## src/rtl/am_pkg.sv

```systemverilog
package am_pkg;

    localparam int NLAYER     = 6;
    localparam int LAYER_W    = 3;
    localparam int DATA_W     = 12;
    localparam int BIN_W      = LAYER_W + DATA_W;
    localparam int FULL_CNT   = NLAYER;
    localparam int CNT_W      = $clog2(FULL_CNT + 1);
    localparam int FIRST_SLOT = NLAYER - 1;

    typedef enum logic {
        OP_COUNT = 1'b0,
        OP_SHIFT = 1'b1
    } op_e;

    typedef struct packed {
        logic [LAYER_W-1:0] layer;
        logic [DATA_W-1:0]  data;
    } bin_t;

    typedef struct packed {
        logic               en;
        logic [LAYER_W-1:0] slot;
        op_e                kind;
    } step_t;

    function automatic logic bin_equal(bin_t stored, bin_t probe);
        return (stored.layer == probe.layer) && (stored.data == probe.data);
    endfunction

endpackage

```

## src/rtl/am_op_seq.sv

```systemverilog
module am_op_seq
    import am_pkg::*;
(
    input  logic  clk,
    input  logic  rst,
    input  logic  evt_init,
    input  logic  cnt_clear,
    input  logic  op_valid,
    input  logic  op_shift,
    output step_t step
);

    logic [LAYER_W-1:0] slot_q;
    logic               done_q;

    always_ff @(posedge clk) begin
        if (rst || evt_init || cnt_clear) begin
            slot_q <= LAYER_W'(FIRST_SLOT);
            done_q <= 1'b0;
        end else if (op_valid && !done_q) begin
            if (slot_q == '0) begin
                done_q <= 1'b1;
            end else begin
                slot_q <= slot_q - 1'b1;
            end
        end
    end

    always_comb begin
        step.en   = op_valid && !done_q && !evt_init && !cnt_clear && !rst;
        step.slot = slot_q;
        step.kind = op_shift ? OP_SHIFT : OP_COUNT;
    end

endmodule

```

## src/rtl/am_pattern_cell.sv

```systemverilog
module am_pattern_cell
    import am_pkg::*;
(
    input  logic               clk,
    input  logic               rst,
    input  logic               wr_en,
    input  logic [LAYER_W-1:0] wr_slot,
    input  bin_t               wr_bin,
    input  logic               hit_valid,
    input  bin_t               hit,
    input  logic               evt_init,
    input  logic               cnt_clear,
    input  step_t              step,
    output logic               reach_full
);

    bin_t              bins_q [NLAYER];
    logic [NLAYER-1:0] match_q;
    logic [CNT_W-1:0]  cnt_q;
    logic [NLAYER-1:0] hit_eq;
    logic              advance;

    for (genvar k = 0; k < NLAYER; k++) begin : g_slot
        assign hit_eq[k] = bin_equal(bins_q[k], hit);

        always_ff @(posedge clk) begin
            if (rst) begin
                bins_q[k] <= '0;
            end else if (wr_en && wr_slot == LAYER_W'(k)) begin
                bins_q[k] <= wr_bin;
            end
        end

        always_ff @(posedge clk) begin
            if (rst || evt_init) begin
                match_q[k] <= 1'b0;
            end else if (hit_valid && hit_eq[k]) begin
                match_q[k] <= 1'b1;
            end
        end
    end

    always_comb begin
        advance    = step.en && ((step.kind == OP_SHIFT) || match_q[step.slot]);
        reach_full = advance && (cnt_q == CNT_W'(FULL_CNT - 1));
    end

    always_ff @(posedge clk) begin
        if (rst || evt_init || cnt_clear) begin
            cnt_q <= '0;
        end else if (advance && cnt_q != CNT_W'(FULL_CNT)) begin
            cnt_q <= cnt_q + 1'b1;
        end
    end

endmodule

```

## src/rtl/am_road_queue.sv

```systemverilog
module am_road_queue #(
    parameter  int NPAT     = 8,
    parameter  int ROAD_GAP = 3,
    localparam int PW       = $clog2(NPAT),
    localparam int GW       = $clog2(ROAD_GAP + 1)
) (
    input  logic          clk,
    input  logic          rst,
    input  logic          flush,
    input  logic          hold,
    input  logic [NPAT-1:0] set_vec,
    output logic          road_valid,
    output logic [PW-1:0] road_idx
);

    logic [NPAT-1:0] pend_q;
    logic [NPAT-1:0] take;
    logic [GW-1:0]   gap_q;
    logic [PW-1:0]   pick;

    always_comb begin
        pick = '0;
        for (int i = NPAT - 1; i >= 0; i--) begin
            if (pend_q[i]) begin
                pick = PW'(i);
            end
        end
    end

    always_comb begin
        road_valid = (|pend_q) && !hold && (gap_q == '0);
        road_idx   = pick;
        take       = '0;
        if (road_valid) begin
            take[pick] = 1'b1;
        end
    end

    always_ff @(posedge clk) begin
        if (rst || flush) begin
            pend_q <= '0;
        end else begin
            pend_q <= (pend_q & ~take) | set_vec;
        end
    end

    always_ff @(posedge clk) begin
        if (rst) begin
            gap_q <= '0;
        end else if (road_valid) begin
            gap_q <= GW'(ROAD_GAP - 1);
        end else if (gap_q != '0) begin
            gap_q <= gap_q - 1'b1;
        end
    end

endmodule

```

## src/rtl/am_road_finder.sv

```systemverilog
module am_road_finder
    import am_pkg::*;
#(
    parameter  int NPAT     = 8,
    parameter  int ROAD_GAP = 3,
    localparam int PW       = $clog2(NPAT)
) (
    input  logic          clk,
    input  logic          rst,
    input  logic          cfg_we,
    input  logic [PW-1:0] cfg_pat,
    input  logic [2:0]    cfg_slot,
    input  logic [14:0]   cfg_bin,
    input  logic          hit_valid,
    input  logic [14:0]   hit_word,
    input  logic          evt_init,
    input  logic          cnt_clear,
    input  logic          op_valid,
    input  logic          op_shift,
    output logic          road_valid,
    output logic [PW-1:0] road_idx
);

    step_t           step;
    logic [NPAT-1:0] full_vec;
    bin_t            wr_bin;
    bin_t            hit_bin;

    assign wr_bin  = bin_t'(cfg_bin);
    assign hit_bin = bin_t'(hit_word);

    am_op_seq u_seq (
        .clk       (clk),
        .rst       (rst),
        .evt_init  (evt_init),
        .cnt_clear (cnt_clear),
        .op_valid  (op_valid),
        .op_shift  (op_shift),
        .step      (step)
    );

    for (genvar p = 0; p < NPAT; p++) begin : g_pat
        am_pattern_cell u_cell (
            .clk        (clk),
            .rst        (rst),
            .wr_en      (cfg_we && cfg_pat == PW'(p)),
            .wr_slot    (cfg_slot),
            .wr_bin     (wr_bin),
            .hit_valid  (hit_valid),
            .hit        (hit_bin),
            .evt_init   (evt_init),
            .cnt_clear  (cnt_clear),
            .step       (step),
            .reach_full (full_vec[p])
        );
    end

    am_road_queue #(
        .NPAT     (NPAT),
        .ROAD_GAP (ROAD_GAP)
    ) u_queue (
        .clk        (clk),
        .rst        (rst),
        .flush      (evt_init),
        .hold       (op_valid || evt_init),
        .set_vec    (full_vec),
        .road_valid (road_valid),
        .road_idx   (road_idx)
    );

endmodule

```

## config.mk

```make
export PLATFORM = sky130hd
export DESIGN_NAME = am_road_finder
export DESIGN_NICKNAME = d
export VERILOG_FILES = /design/src/rtl/am_pkg.sv /design/src/rtl/am_op_seq.sv /design/src/rtl/am_pattern_cell.sv /design/src/rtl/am_road_queue.sv /design/src/rtl/am_road_finder.sv
export SDC_FILE = /design/constraint.sdc
export NUM_CORES = 1
export LEC_CHECK = 0
export BUFFER_PORTS_ARGS = -buffer_cell sky130_fd_sc_hd__buf_2
export CORE_MARGIN = 4
export CORE_UTILIZATION = 35
export CTS_CLUSTER_SIZE = 16
export DETAILED_ROUTE_END_ITERATION = 10
export GPL_TIMING_DRIVEN = 0
export HOLD_SLACK_MARGIN = 0.08
export PLACE_DENSITY_LB_ADDON = 0.12
export SYNTH_ARGS = -nofsm -noshare
export SYNTH_HDL_FRONTEND = slang
export SYNTH_SLANG_ARGS = --single-unit
```

## constraint.sdc

```tcl
create_clock -name clk -period 7.65 [get_ports clk]
set_input_delay 1.9125 -clock clk [delete_from_list [all_inputs] [get_ports clk]]
set_output_delay 1.9125 -clock clk [all_outputs]
set_load 0.02 [all_outputs]
```

== Yosys cells after proc, flatten, opt, wreduce, memory -nomap -nowiden ==
Memories as Yosys holds them, arrays and structs flattened.
Index checks and enable logic that the tools add are counted.
Widths: inputs -> output; s select.
Word-level totals
  flip-flop bits (word level): 86
  memory bits (writable): 720
  input bits: 44
  word-level logic and storage cells: 691
  memories kept: 8
Operators by class
  $add $sub $neg: 10
  magnitude comparators: 3
  equal/unequal tests: 124
  muxes and demuxes: 224
  bitwise logic cells: 52
  reduce and logical (&&, ||, !) cells: 209
Memory list
  g_pat[0].u_cell.bins_q: depth 6, width 15, read ports 6, clocked after Yosys merged registers in 0, wr ports 6, line am_pattern_cell.sv:17  | bin_t bins_q [NLAYER];
  g_pat[1].u_cell.bins_q: depth 6, width 15, read ports 6, clocked after Yosys merged registers in 0, wr ports 6, line am_pattern_cell.sv:17
  g_pat[2].u_cell.bins_q: depth 6, width 15, read ports 6, clocked after Yosys merged registers in 0, wr ports 6, line am_pattern_cell.sv:17
  g_pat[3].u_cell.bins_q: depth 6, width 15, read ports 6, clocked after Yosys merged registers in 0, wr ports 6, line am_pattern_cell.sv:17
  g_pat[4].u_cell.bins_q: depth 6, width 15, read ports 6, clocked after Yosys merged registers in 0, wr ports 6, line am_pattern_cell.sv:17
  g_pat[5].u_cell.bins_q: depth 6, width 15, read ports 6, clocked after Yosys merged registers in 0, wr ports 6, line am_pattern_cell.sv:17
  2 more memories
Operators by type and width (count)
  $mux 15: 48
  $eq 12x12->1: 48
  $logic_and 1x1->1: 183
  $mux 1: 156
  $eq 3x3->1: 48
  $or 1x1->1: 48
  $eq 3x3->1 const B: 14
  $add 3x1->3 const B: 8
  $bmux 1 s3: 8
  $mux 3: 8
  $ne 3x3->1 const B: 8
  $eq 3x2->1 const B: 4
  $logic_or 1x1->1: 11
  $logic_not 3->1: 3
  $and 8x8->8: 1
  $lt 3x4->1 const B: 2
  $mux 8: 1
  $not 8->8: 1
  $or 8x8->8: 1
  $reduce_or 8->1: 1
  $eq 3x1->1 const B: 2
  $logic_not 1->1: 5
  $mux 2: 2
  $reduce_and 2->1: 2
  8 further kinds: 9

== Depth between registers and ports, before layout ==
  word-level depth: 16
  depth in mapped cells: 8

== Modules after synthesis ==
From an unflattened synthesis, not the netlist that was laid out.
Second synthesis, totals
  cells, all modules: 3172
  area, all modules: 39935.8 µm²
By module, submodules not included
  am_pattern_cell (g_pat[0].u_cell ...): instances 6, cells each 387, area an instance 4902.2 µm², seq. area each 2882.8 µm²
  am_pattern_cell (g_pat[6].u_cell ...): instances 2, cells each 382, area an instance 4862.2 µm², seq. area each 2882.8 µm²
  am_road_queue: instances 1, cells each 51, area an instance 465.4 µm², seq. area each 200.2 µm²
  am_op_seq: instances 1, cells each 26, area an instance 230.2 µm², seq. area each 80.1 µm²
  am_road_finder: instances 1, cells each 9, area an instance 102.6 µm², seq. area each 0.0 µm²

== Worst setup path after synthesis ==
OpenSTA, ideal clock, no wires.
  path type: input to output
  start: input evt_init
  end: output road_valid
  arrival: 2836 ps
  setup slack: 2902 ps
  stages: 2
  path buffers: 0
  path through: or4_1 > a21oi_1
Between the ends
  word-level cells in the longest chain between the ends: 4
Ends and longest elaborated chain
  start: declaration: line am_road_finder.sv:16  | input logic evt_init,
  $logic_or 1x1->1: line am_road_finder.sv:65  | .hold (op_valid || evt_init),
  $logic_not 1->1: line am_road_queue.sv:31  | road_valid = (|pend_q) && !hold && (gap_q == '0);
  $logic_and 1x1->1 (2 in a row): line am_road_queue.sv:31
  end: declaration: line am_road_finder.sv:20  | output logic road_valid,
No other way between the ends.

== Worst setup path in the final report ==
Same ends and word-level chain as after synthesis.

==> out/metrics.cfg <==
[critical_path]
end_kind = primary output
worstReg2RegStart = u_seq.slot_q[0]
cp_max_fo = 5
worstReg2RegEnd = g_pat[2].u_cell.cnt_q[1]
cp_data_arrival_time_ns = 3.03
reg2reg_depth = 7
r2r_slack_ns = 5.05
cp.required_ns = 5.74
crit_start = evt_init
setup.worst_path.class = primary input to primary output
cp-start-kind = primary input
crit_end = road_valid

[clocking]
cts-root-buf = clkbuf_16
cts_sinks = 806
clk-insertion-delay-late_ns = 0.68
ctsHtreeMaxLevel = 3
cts_setup_buffers = 0
ctsLongestPathBuffers = 3
cts_buffers = 94
cts_tree = yes
cts_resized = 0
clk_pin_slew_ns = 0.05
hold_buffers = 0

[pwr]
powerDensity_nw_per_um2 = 239
p_leak_nw = 14.7
vdd_ir_drop_max_mv = 0.153

[detailed_routing]
via_per_inst = 5.43
firstDrtPassIters = 6
drt-initial-drc-count = 3291
wl_mm = 162
num_vias = 26200
wl_per_cell_um = 33.6
antenna_left = 0
drc = 0

[run_status]
failed_checks = capacitance limit, slew limit
outcome = finished with violations

[synthesis]
synth-edff-count = 720
post_synth_num_cell_types = 49
ys_seq_area_share_pct = 59.2
synth_most_common_cell = xnor2_1
yosysWarningCount = 0
yosysTopAreaCellShare_pct = 54.8
ys_ff_latch = 806
netlist_top_cells_count = xnor2_1 (721), and2_1 (720), edfxtp_1 (720)
synthTopCellsByArea = edfxtp_1 (55%), xnor2_1 (16%), and2_1 (11%)
yosysTopAreaCell = edfxtp_1
ys.flop_type = edfxtp_1
syn_inst = 3132
async_flop_share_pct = 0
syn-mean-instance-area_um2 = 12.6
netlist_area_um2 = 39500
synth_fp_nets = 3202

[grt]
grt_max_degree = 16
grt_pass1_wl_mm = 215
grt_overflow_total = 0
grt_use_total_pct = 27.1
antenna_found_initial = 21
grt_pass1_vias = 25300

[sta]
fin_crit_sh_pct = 64.5
period_needed_ns = 4.94
hold_viol_final = 0
fmax_mhz = 203
setup_violations = 0
slew_headroom_pct = -0.376
setup_tns_ns = 0
drv_slew = 9
skew_ns = 0.0251
rsz0062_at_grt = false
worst_pin_slew_ns = 1.51

[finish]
fillers = 10500
drive_above_1_share_pct = 8.37
area_delta_synth_final_pct = 13.5
design_area_um2 = 44800
fin_nets = 3321

[placement]
gp_congestion = 0.895
dpl_cell_area_um2 = 41700
dp_hpwl_mm = 103
port_buffers = 10

[hold_path]
min_path_type = flop to flop
min_path_cells = 1

[die]
coreArea_um2 = 111000
dieArea_um2 = 118000
io_pins = 48
fp-row-count = 122
die_w_um = 344
initial_core_util_pct = 35.5
die-height_um = 344

[job]
maxCapViolations = 2

-- report_power, final --
group | switching [mW] | internal [mW] | leakage, nW
Combinational | 0.721 | 0.333 | 5.65
Clock | 1.90 | 2.65 | 1.50
Sequential | 0.0958 | 5.00 | 7.54
-- cell families after synthesis --
group / share of synthesized area, %
muxes: 0.882
and+or+nand+nor: 17.4
DFF: 59.2
AOI/OAI and AO/OA: 2.99
adders and majority gates: 0.824
xor gates and xnor gates: 16.0
buffers and inverters: 2.77
-- area by class of cell --
class	instances	area (um2)	area share [%]
sequential	806	23300	52.1
antenna	2	5.00	0.0112
timing repair buffer	23	299	0.668
clock buffer	137	2710	6.05
tap	1488	1860	4.16
buffer	249	1060	2.36
multi-input combinational	2056	15100	33.7
clock inverter	40	347	0.774
inverter	21	78.8	0.176
-- placed cells by master (no fill, tap or decap), drive strengths merged, types with 6 or more instances in the layout --
| cell | synthesis | layout |
|---|---|---|
| a211o | 7 | 7 |
| a211oi | 10 | 10 |
| a21boi | 6 | 6 |
| a21o | 32 | 32 |
| a21oi | 10 | 10 |
| a31oi | 9 | 9 |
| a41oi | 6 | 6 |
| and2 | 720 | 720 |
| and4b | 8 | 8 |
| buf | 67 | 89 |
| bufinv | 0 | 6 |
| clkbuf | 182 | 320 |
| clkinv | 0 | 32 |
| dfxtp | 86 | 86 |
| edfxtp | 720 | 720 |
| ha | 26 | 26 |
| inv | 21 | 23 |
| mux2 | 8 | 8 |
| mux2i | 7 | 7 |
| mux4 | 8 | 8 |
| nand2 | 31 | 31 |
| nand3 | 15 | 15 |
| nand4 | 200 | 200 |
| nor2 | 68 | 68 |
| nor2b | 13 | 13 |
| nor4 | 51 | 51 |
| o21a | 48 | 48 |
| o21bai | 17 | 17 |
| xnor2 | 721 | 721 |
-- worst min path at each step --
stage	start	to	slack, ns
floorplan	g_pat[2].u_cell.match_q[2]	g_pat[2].u_cell.match_q[2]	0.43
global placement	g_pat[1].u_cell.match_q[1]	g_pat[1].u_cell.match_q[1]	0.44
detailed placement	g_pat[3].u_cell.match_q[4]	g_pat[3].u_cell.match_q[4]	0.45
CTS	g_pat[3].u_cell.match_q[4]	g_pat[3].u_cell.match_q[4]	0.46
global route	g_pat[1].u_cell.match_q[1]	g_pat[1].u_cell.match_q[1]	0.47
finish	g_pat[1].u_cell.match_q[4]	g_pat[1].u_cell.match_q[4]	0.46
-- per-stage QoR --
step	worst slack [ns]	utilization (%)	instances	total power, mW	hold WS, ns
4_1_cts	2.72	40.2	4818	10.7	0.462
2_1_floorplan	2.90	-	3132	5.75	0.432
6_report	2.71	40.3	4822	10.7	0.462
5_1_grt	2.66	40.3	4820	11.0	0.474
3_5_place_dp	2.44	37.4	4641	6.22	0.449
3_3_place_gp	1.54	37.2	4630	6.20	0.445
-- sequential cells by signal, summed over array words and instances (netlist names) --
| name | count |
|---|---|
| u_seq.done_q | 1 |
| u_queue.gap_q | 2 |
| u_queue.pend_q | 8 |
| g_pat.u_cell.match_q | 48 |
| g_pat.u_cell.cnt_q | 24 |
| u_seq.slot_q | 3 |
| g_pat.u_cell.bins_q | 720 |
-- worst max-delay path, cell delays in order --
cell and delay [ns]:
buf_2 0.13, or4_1 0.55, a21oi_1 0.22, buf_2 0.21
-- routing by layer --
metal | up-vias | track usage (%) | wire length (um)
li1 | 11100 | - | -
met4 | 0 | 10.8 | 7450
met2 | 1211 | 44.0 | 75600
met3 | 276 | 4.62 | 12800
met5 | - | 0 | 0
met1 | 13600 | 36.1 | 66100
Note: power is estimated with default switching activity, not from simulation.
